===== src/rtl/shd_pkg.sv =====
package shd_pkg;

    localparam int CFG_W = 32;
    localparam int GEO_W = 12;
    localparam int HALF_W = CFG_W / 2;

    typedef struct packed {
        logic [CFG_W-1:0] start;
        logic [CFG_W-1:0] stop;
        logic [CFG_W-1:0] pitch;
        logic [CFG_W-1:0] pos;
        logic             en;
    } win_cfg_t;

    typedef enum logic [1:0] {
        W_SYNCED  = 2'd0,
        W_PENDING = 2'd1,
        W_LOCKED  = 2'd2
    } wstate_e;

    localparam logic [2:0] RG_START = 3'd0;
    localparam logic [2:0] RG_END   = 3'd1;
    localparam logic [2:0] RG_GEOM  = 3'd2;
    localparam logic [2:0] RG_POS   = 3'd3;
    localparam logic [2:0] RG_CTRL  = 3'd4;

    localparam logic [2:0] GL_IDX   = 3'd7;
    localparam logic [2:0] GL_VIDEO = 3'd0;
    localparam logic [2:0] GL_SHADOW = 3'd1;

    function automatic logic [CFG_W-1:0] geom_to_pitch(input logic [CFG_W-1:0] g);
        logic [GEO_W-1:0]  vis;
        logic [GEO_W-1:0]  fbw;
        logic [2:0]        bytes;
        logic [HALF_W-1:0] page;
        logic [HALF_W-1:0] skip;
        vis   = g[GEO_W-1:0];
        fbw   = g[2*GEO_W-1:GEO_W];
        bytes = {1'b0, g[2*GEO_W+1:2*GEO_W]} + 3'd1;
        page  = HALF_W'(vis * bytes);
        skip  = HALF_W'((fbw - vis) * bytes);
        return {skip, page};
    endfunction

endpackage


===== src/rtl/shd_win_fsm.sv =====
module shd_win_fsm
    import shd_pkg::*;
(
    input  logic clk,
    input  logic rst_n,
    input  logic wr_hit,
    input  logic vsync,
    input  logic prot,
    output logic load
);

    wstate_e state_q, state_d;

    always_ff @(posedge clk) begin
        if (!rst_n) state_q <= W_SYNCED;
        else        state_q <= state_d;
    end

    always_comb begin
        state_d = state_q;
        unique case (state_q)
            W_SYNCED: begin
                if (prot)                state_d = W_LOCKED;
                else if (wr_hit && !vsync) state_d = W_PENDING;
            end
            W_PENDING: begin
                if (prot)       state_d = W_LOCKED;
                else if (vsync) state_d = W_SYNCED;
            end
            W_LOCKED: begin
                if (!prot) state_d = vsync ? W_SYNCED : W_PENDING;
            end
            default: state_d = W_SYNCED;
        endcase
    end

    always_comb begin
        load = 1'b0;
        unique case (state_q)
            W_SYNCED:  load = vsync && !prot && wr_hit;
            W_PENDING: load = vsync && !prot;
            W_LOCKED:  load = vsync && !prot;
            default:   load = 1'b0;
        endcase
    end

    // a protected window is always in the locked state one cycle later
    p_locked_follows_protect_r5: assert property (@(posedge clk) disable iff (!rst_n)
        prot |=> (state_q == W_LOCKED));

    // a window that is unprotected and sees vsync never stays pending
    p_release_applies_r6: assert property (@(posedge clk) disable iff (!rst_n)
        (!prot && vsync) |=> (state_q != W_PENDING));

endmodule


===== src/rtl/shd_win_bank.sv =====
module shd_win_bank
    import shd_pkg::*;
(
    input  logic             clk,
    input  logic             rst_n,
    input  logic             wr_en,
    input  logic [2:0]       wr_sel,
    input  logic [CFG_W-1:0] wr_data,
    input  logic             load,
    output win_cfg_t         vis_q,
    output win_cfg_t         shd_q
);

    win_cfg_t vis_d;

    always_comb begin
        vis_d = vis_q;
        if (wr_en) begin
            unique case (wr_sel)
                RG_START: vis_d.start = wr_data;
                RG_END:   vis_d.stop  = wr_data;
                RG_GEOM:  vis_d.pitch = geom_to_pitch(wr_data);
                RG_POS:   vis_d.pos   = wr_data;
                RG_CTRL:  vis_d.en    = wr_data[0];
                default:  vis_d = vis_q;
            endcase
        end
    end

    always_ff @(posedge clk) begin
        if (!rst_n) begin
            vis_q <= '0;
            shd_q <= '0;
        end else begin
            vis_q <= vis_d;
            if (load) shd_q <= vis_d;
        end
    end

endmodule


===== src/rtl/shd_win_ctrl.sv =====
module shd_win_ctrl
    import shd_pkg::*;
#(
    parameter int NWIN = 5
) (
    input  logic             clk,
    input  logic             rst_n,
    input  logic             bus_valid,
    input  logic             bus_write,
    input  logic [5:0]       bus_addr,
    input  logic [CFG_W-1:0] bus_wdata,
    output logic [CFG_W-1:0] bus_rdata,
    input  logic             vsync,
    input  logic [2:0]       pipe_win,
    output logic [CFG_W-1:0] act_start,
    output logic [CFG_W-1:0] act_end,
    output logic [CFG_W-1:0] act_pitch,
    output logic [CFG_W-1:0] act_pos,
    output logic             act_win_en,
    output logic             video_on,
    output logic             video_on_frame,
    output logic [NWIN-1:0]  dma_chan_en
);

    localparam int CTL_W = 2 * NWIN;

    logic [2:0] a_win, a_reg;
    logic       wr_any, rd_any, glob_sel, win_reg_ok;
    logic [NWIN-1:0] win_wr, load, prot;
    logic [CTL_W-1:0] shctl_q;
    logic [1:0] vid_q;
    logic       vid_frame_q;
    win_cfg_t   vis [NWIN];
    win_cfg_t   shd [NWIN];

    assign a_win      = bus_addr[5:3];
    assign a_reg      = bus_addr[2:0];
    assign wr_any     = bus_valid && bus_write;
    assign rd_any     = bus_valid && !bus_write;
    assign glob_sel   = (a_win == GL_IDX);
    assign win_reg_ok = (a_reg <= RG_CTRL);
    assign prot        = shctl_q[NWIN-1:0];
    assign dma_chan_en = shctl_q[CTL_W-1:NWIN];
    assign video_on       = vid_q[0];
    assign video_on_frame = vid_frame_q;

    for (genvar w = 0; w < NWIN; w++) begin : g_win
        assign win_wr[w] = wr_any && (a_win == 3'(w)) && win_reg_ok;

        shd_win_fsm u_fsm (
            .clk    (clk),
            .rst_n  (rst_n),
            .wr_hit (win_wr[w]),
            .vsync  (vsync),
            .prot   (prot[w]),
            .load   (load[w])
        );

        shd_win_bank u_bank (
            .clk     (clk),
            .rst_n   (rst_n),
            .wr_en   (win_wr[w]),
            .wr_sel  (a_reg),
            .wr_data (bus_wdata),
            .load    (load[w]),
            .vis_q   (vis[w]),
            .shd_q   (shd[w])
        );

        p_protect_holds_r5: assert property (@(posedge clk) disable iff (!rst_n)
            prot[w] |=> $stable(shd[w]));

        p_only_at_vsync_r3: assert property (@(posedge clk) disable iff (!rst_n)
            !vsync |=> $stable(shd[w]));
    end

    always_ff @(posedge clk) begin
        if (!rst_n) begin
            shctl_q     <= '0;
            vid_q       <= '0;
            vid_frame_q <= 1'b0;
        end else begin
            if (wr_any && glob_sel && a_reg == GL_SHADOW) shctl_q <= bus_wdata[CTL_W-1:0];
            if (wr_any && glob_sel && a_reg == GL_VIDEO)  vid_q   <= bus_wdata[1:0];
            if (vsync) begin
                vid_frame_q <= (wr_any && glob_sel && a_reg == GL_VIDEO) ? bus_wdata[1] : vid_q[1];
            end
        end
    end

    logic [CFG_W-1:0] rd_val;

    always_comb begin
        rd_val = '0;
        if (glob_sel) begin
            if (a_reg == GL_VIDEO)       rd_val = CFG_W'(vid_q);
            else if (a_reg == GL_SHADOW) rd_val = CFG_W'(shctl_q);
        end else if (a_win < 3'(NWIN)) begin
            for (int w = 0; w < NWIN; w++) begin
                if (a_win == 3'(w)) begin
                    unique case (a_reg)
                        RG_START: rd_val = vis[w].start;
                        RG_END:   rd_val = vis[w].stop;
                        RG_GEOM:  rd_val = vis[w].pitch;
                        RG_POS:   rd_val = vis[w].pos;
                        RG_CTRL:  rd_val = CFG_W'(vis[w].en);
                        default:  rd_val = '0;
                    endcase
                end
            end
        end
    end

    always_ff @(posedge clk) begin
        if (!rst_n)      bus_rdata <= '0;
        else if (rd_any) bus_rdata <= rd_val;
    end

    always_comb begin
        act_start  = '0;
        act_end    = '0;
        act_pitch  = '0;
        act_pos    = '0;
        act_win_en = 1'b0;
        for (int w = 0; w < NWIN; w++) begin
            if (pipe_win == 3'(w)) begin
                act_start  = shd[w].start;
                act_end    = shd[w].stop;
                act_pitch  = shd[w].pitch;
                act_pos    = shd[w].pos;
                act_win_en = shd[w].en;
            end
        end
    end

    p_chan_en_now_r9: assert property (@(posedge clk) disable iff (!rst_n)
        (wr_any && glob_sel && a_reg == GL_SHADOW) |=> (dma_chan_en == $past(bus_wdata[CTL_W-1:NWIN])));

    p_frame_video_still_r10: assert property (@(posedge clk) disable iff (!rst_n)
        !vsync |=> $stable(video_on_frame));

    p_unmapped_reads_zero_r11: assert property (@(posedge clk) disable iff (!rst_n)
        (rd_any && !glob_sel && (a_win >= 3'(NWIN))) |=> (bus_rdata == '0));

endmodule


===== config.mk =====
export PLATFORM = sky130hd
export DESIGN_NAME = shd_win_ctrl
export DESIGN_NICKNAME = d
export VERILOG_FILES = /design/src/rtl/shd_pkg.sv /design/src/rtl/shd_win_fsm.sv /design/src/rtl/shd_win_bank.sv /design/src/rtl/shd_win_ctrl.sv
export SDC_FILE = /design/constraint.sdc
export NUM_CORES = 2
export LEC_CHECK = 0
export BUFFER_PORTS_ARGS = -buffer_cell sky130_fd_sc_hd__buf_2
export CORE_MARGIN = 4
export CORE_UTILIZATION = 40
export CTS_CLUSTER_DIAMETER = 200
export DETAILED_ROUTE_END_ITERATION = 10
export PLACE_DENSITY_LB_ADDON = 0.05
export SETUP_SLACK_MARGIN = 0.3
export SKIP_LAST_GASP = 1
export SLEW_MARGIN = 20
export SYNTH_ARGS = -nofsm -noshare
export SYNTH_HDL_FRONTEND = slang
export SYNTH_HIERARCHICAL = 1
export SYNTH_SLANG_ARGS = --single-unit
export TNS_END_PERCENT = 50

===== constraint.sdc =====
create_clock -name clk -period 5.55 [get_ports clk]
set_clock_uncertainty 0.15 [all_clocks]
set_input_delay 1.11 -clock clk [delete_from_list [all_inputs] [get_ports clk]]
set_output_delay 1.11 -clock clk [all_outputs]
set_load 0.02 [all_outputs]

# After elaboration in Yosys (flattened, before gate mapping)
# Cells that the tools add are included.
# W data, S select, Z words.
[word_totals]
register_bits = 1345
in_bits = 46
[classes]
add_sub_neg = 2
n_mul = 2
magnitude_cmp = 2
eq_ne = 38
n_mux = 102
reduce_logical = 55
[ops]
columns = ["cell", "n"]
rows = [
  ["$mux W32", 47],
  ["$pmux W32 S5", 5],
  ["$mux W129", 5],
  ["$mux W2", 21],
  ["$logic_and A1 B1 Y1", 30],
  ["$pmux W2 S3", 5],
  ["$mux W10", 2],
  ["$eq A3 B2 Y1 const B", 6],
  ["$mul A16 B3 Y16", 1],
  ["$mul A12 B3 Y15", 1],
  ["$ne A3 B2 Y1 const B", 5],
  ["$ne A3 B3 Y1 const B", 5],
  ["$reduce_and A3 Y1", 5],
  ["$sub A12 B12 Y13", 1],
  ["$eq A3 B3 Y1 const B", 4],
  ["$mux W1", 12],
  ["$eq A2 B1 Y1 const B", 5],
  ["$eq A2 B2 Y1 const B", 5],
  ["$logic_not A2 Y1", 5],
  ["$ne A2 B2 Y1 const B", 5],
  ["$pmux W1 S2", 5],
  ["$reduce_or A2 Y1", 5],
  ["$eq A3 B1 Y1 const B", 3],
  ["$logic_not A3 Y1", 3],
  ["4 further kinds", 10],
]

# Logic depth before layout (Yosys ltp)
[logic_depth]
ltp_word = 9
ltp_mapped = 21

# By module
# Netlist, hierarchy kept.
[modules_own_cells]
columns = ["mod", "n_inst", "cells_each", "area_each_um2", "seq_area_each_um2"]
rows = [
  ["shd_win_bank (g_win[0].u_bank ...)", 2, 1309, 11748.8, 5165.0],
  ["shd_win_ctrl", 1, 1405, 12373.1, 900.9],
  ["shd_win_bank (g_win[4].u_bank)", 1, 1335, 11994.0, 5165.0],
  ["shd_win_bank (g_win[2].u_bank)", 1, 1307, 11695.0, 5165.0],
  ["shd_win_bank (g_win[3].u_bank)", 1, 1277, 11494.8, 5165.0],
  ["shd_win_fsm", 5, 23, 216.5, 40.0],
]

# Worst setup path before layout
# Ideal clock, no wire load.
[synth_path]
kind = "in2reg"
start = "input bus_wdata[2]"
end = "register g_win[0].u_bank/shd_q[63] in the netlist's numbering"
t_arrival_ns = 4.925
setup_slack_ns = 0.343
stages = 18
path_cell_list = "inv_1 -> ha_1 -> nor2b_1 -> o21a_1 -> o21a_4 -> o311a_4 -> o41ai_4 -> nand2b_1 -> fa_1 -> inv_1 -> ha_1 -> clkbuf_1 -> nand4_1 -> nor2_1 -> a2111oi_1 -> o21ai_0 -> a221oi_1 -> a21oi_1"
[synth_between]
elab_chain_cells = 4
[synth_lines]
columns = ["element", "line_no", "source"]
rows = [
  ["start: declaration", "shd_win_ctrl.sv:11", "input logic [CFG_W-1:0] bus_wdata,"],
  ["$sub A12 B12 Y13", "shd_pkg.sv:41", "skip = HALF_W'((fbw - vis) * bytes);"],
  ["$mul A16 B3 Y16", "shd_pkg.sv:41", ""],
  ["$mux W32", "shd_win_bank.sv:19", "unique case (wr_sel)"],
  ["$mux W129", "shd_win_bank.sv:18", "if (wr_en) begin"],
  ["end signal: assignment", "shd_win_bank.sv:36", "if (load) shd_q <= vis_d;"],
  ["end: declaration", "shd_win_bank.sv:11", "output win_cfg_t shd_q"],
]
# No other way between the ends.
# A chain may end at the register's enable or synchronous reset.

# Final worst setup path
[layout_path]
start = "input pipe_win[0]"
end = "output act_pitch[7]"
[layout_between]
elab_chain_cells = 6
elab_cells_between_ends = 10
[layout_lines]
columns = ["element", "line_no", "source"]
rows = [
  ["start: declaration", "shd_win_ctrl.sv:14", "input logic [2:0] pipe_win,"],
  ["$logic_not A3 Y1", "shd_win_ctrl.sv:126", "if (pipe_win == 3'(w)) begin"],
  ["$mux W32 (4 in a row)", "shd_win_ctrl.sv:126", ""],
  ["$mux W32 *", "shd_win_ctrl.sv:126", ""],
  ["end: declaration", "shd_win_ctrl.sv:17", "output logic [CFG_W-1:0] act_pitch,"],
]
# Every way passes the cells marked *; elsewhere a longest branch is shown, timed or not.

==> impl_metrics.py <==
metrics = {
    "critical_path": {
        "crit_chain": "buf_8 -> buf_4 -> mux2i_1 -> nor2_1 -> a21oi_1 -> o22ai_1 -> buf_2",
        "critical-path-top-delay-family": "buffers and inverters",
        "path_buf_inv": 3,
        "timing.reg2reg.setup_slack_ns": 2.89,
        "critical_path_peak_fanout": 37,
        "worst_path_max_delay_cell": "a21oi_1",
        "worstSetupPathType": "in2out",
        "cp_endpoint_kind": "output port",
        "critPathArrivalTime_ns": 3.79,
        "timing.critical_path.from_type": "input port",
        "slowest_delay_ns": 0.59,
        "worst_ep_required_time_ns": 4.29,
    },
    "timing": {
        "rsz_0062_raised_after_global_routing": "no",
        "worst_slew_margin_rel_pct": 19.0,
        "post-route-period-util_pct": 91.0,
        "final_max_slew_viol_count": 0,
        "timing_worst_slew_pin_value_ns": 1.21,
        "hold_viol": 0,
        "fmaxAchievable_ghz": 0.198,
        "crit_path_time_final_ns": 5.05,
        "hold-worst-slack_ns": 0.320,
        "setup_tns_ns": 0,
        "setup-violations-final": 0,
        "final_critical_path_setup_slack_ns": 0.498,
    },
    "synthesis": {
        "ys_warn_count": 6,
        "synth_ff_type": "dfxtp_1",
        "postSynthNetCount": 8458,
        "synth.cell_area_um2": 72100,
        "synth-seq-cells": 1345,
        "synth_top_cell_by_area": "dfxtp_1",
        "postSynth.asyncResetShare_pct": 0,
        "mean_area_per_synthesized_cell_um2": 8.95,
        "synth_seq_area_share_pct": 37.3,
        "count_of_flip_flops_with_a_built_in_enable_after_synthesis": 0,
        "synth_top_cells_by_area": "dfxtp_1, mux2i_1, nor2_1",
        "post-synth-top-area-fraction_pct": 37.3,
        "synth_cells": 8057,
        "netlist-cell-type-count": 112,
    },
    "grt": {
        "vias_in_the_first_global_route": 60825,
        "grt_antenna_before_repair": 44,
        "grt_util_all_layers_pct": 37.7,
        "grt_start_max_net_pins": 146,
        "grt_overflow": 0,
        "grt_pass1_wl_um": 494000,
    },
    "clocking": {
        "clk-insertion-delay-late_ns": 0.83,
        "tritoncts.num_buffers": 157,
        "clock_sinks": 1345,
        "clock_tree.root_cell": "clkbuf_16",
        "path_clk_slew_ns": 0.06,
        "clock_tree.htree_level_count": 4,
        "cts_tree": "done",
        "cts.path.max_buffers": 3,
        "hold_buffers": 0,
    },
    "route": {
        "routed_via_count": 66437,
        "wire_per_inst_um": 33.2,
        "drt_initial_violations": 8245,
        "post_drt_via_cell_ratio": 6.08,
        "remaining_antenna_violation_count": 0,
        "routed_wirelength_um": 363000,
        "post-route-drc-count": 0,
        "drt-pass1-iter-count": 6,
    },
    "floorplanning": {
        "placement_rows": 155,
        "die-height_um": 433,
        "coreArea_um2": 179000,
        "floorplan.initialDensity_pct": 40.3,
        "die-width_um": 433,
        "design.die.area_um2": 187000,
        "number_of_ports_placed_on_the_die_boundary": 214,
    },
    "worst_hold_path": {
        "worst_hold_path_type": "reg2reg",
    },
    "placed_design": {
        "dpl.hpwl_um": 274000,
        "place_worst_setup_slack_ns": -0.299,
        "port_buffers": 213,
        "final_gp_congestion": 0.973,
        "placement.cell_area_um2": 79200,
    },
    "power": {
        "leakage_uw": 0.0334,
        "internal_power_uw": 18800,
        "ir_drop_uv": 249,
        "power_uw": 28100,
        "pwr-share-clk_pct": 37.8,
        "power_switching_uw": 9270,
        "p_per_area_nw_per_um2": 333,
        "power.share.switching_pct": 33.0,
        "seq_power_share_pct": 38.3,
        "comb_power_share_pct": 23.9,
    },
    "run": {
        "cap_viol_max_count": 0,
    },
    "outcome": {
        "run_status": "finished clean",
    },
    "finish": {
        "fraction_of_layout_instances_using_a_drive_strength_above_1_pct": 15.9,
        "finish.net_count": 8830,
        "area_growth_pct": 17.0,
        "final_cell_mix": "nor2_1, dfxtp_1, mux2i_1, a211oi_1, buf_4",
        "final_common_cell": "nor2_1",
        "layout.cell_area.non_filler_um2": 84400,
    },
}
Yosys cell counts, drive strengths merged, types with 61 or more instances:
cell type / count
a211oi: 588
a21o: 61
a21oi: 399
a22oi: 72
buf: 160
clkbuf: 457
dfxtp: 1345
fa: 130
ha: 225
inv: 412
mux2i: 627
mux4: 172
nand2: 433
nand2b: 154
nand3: 102
nor2: 1441
nor2b: 82
nor3: 63
o21ai: 280
o22ai: 94
path summary, 6_finish.rpt:
path / start / endpoint / cells past startpoint
min reg2reg: g_win[3].u_bank/shd_q[36] / g_win[3].u_bank/shd_q[36] / 2
min: g_win[3].u_bank/shd_q[36] / g_win[3].u_bank/shd_q[36] / 2
max: pipe_win[0] / act_pitch[7] / 7
max reg2reg: g_win[2].u_fsm/state_q[0] / g_win[2].u_bank/shd_q[62] / 9
power by group through the flow:
stage | clock network (uW) | logic (uW) | registers, uW
CTS | 10700 | 6620 | 10700
global placement | 0 | 6560 | 10900
finish | 10600 | 6710 | 10700
global route | 11100 | 7230 | 10800
detailed placement | 0 | 6590 | 10900
floorplan | 0 | 3910 | 10700
worst register-to-register path, cell delays in order (launching register included):
cell,delay [ns]
dfxtp_1,0.40
inv_1,0.09
ha_1,0.29
a21oi_1,0.05
nor4_2,0.15
buf_4,0.43
inv_1,0.42
buf_4,0.32
a31oi_1,0.15
o21ai_0,0.10
through the flow:
step,instances,util (%)
global placement,10623,44.3
finish,10927,47.2
detailed placement,10624,44.3
floorplan,8057,-
global route,10909,47.2
CTS,10904,47.2
logic make-up after synthesis:
logic type	after synthesis	share of synthesized area, %
XOR/XNOR	85	1.03
buffers and inverters	1036	6.26
flip-flops	1345	37.3
AO/OA/AOI/OAI	1886	17.9
adder cells (fa/ha/maj)	355	7.51
AND/OR/NAND/NOR	2534	15.5
multiplexers	816	14.5
state kept, by name, indices dropped and copies added (netlist names):
signal / cells
bus_rdata: 32
g_win.u_bank/shd_q: 645
g_win.u_bank/vis_q: 645
g_win.u_fsm/state_q: 10
shctl_q: 10
vid_q: 2
video_on_frame: 1
repair_timing:
item | in CTS | in global routing
setup endpoints to repair | 0 | 7
setup buffers | 0 | 1
gates resized for setup | 0 | 3
routing by layer:
| layer | up-vias | GRT usage (%) | routed length, um |
|---|---|---|---|
| met5 | - | 0 | 64 |
| met4 | 10 | 20.5 | 24200 |
| met3 | 572 | 7.35 | 30500 |
| met2 | 3087 | 55.4 | 153000 |
| met1 | 33507 | 51.9 | 155000 |
| li1 | 29261 | - | - |
cell type report:
type                       count  area (um2)
antenna                       22        55.1
clock buffer                 231        4610
clock inverter                49         566
fill                       17594       94400
inverter                     415        1600
multi-input combinational   5676       40900
sequential                  1345       26900
tap                         2355        2950
timing repair buffer         834        6800
Power figures use the tool's default switching activity.
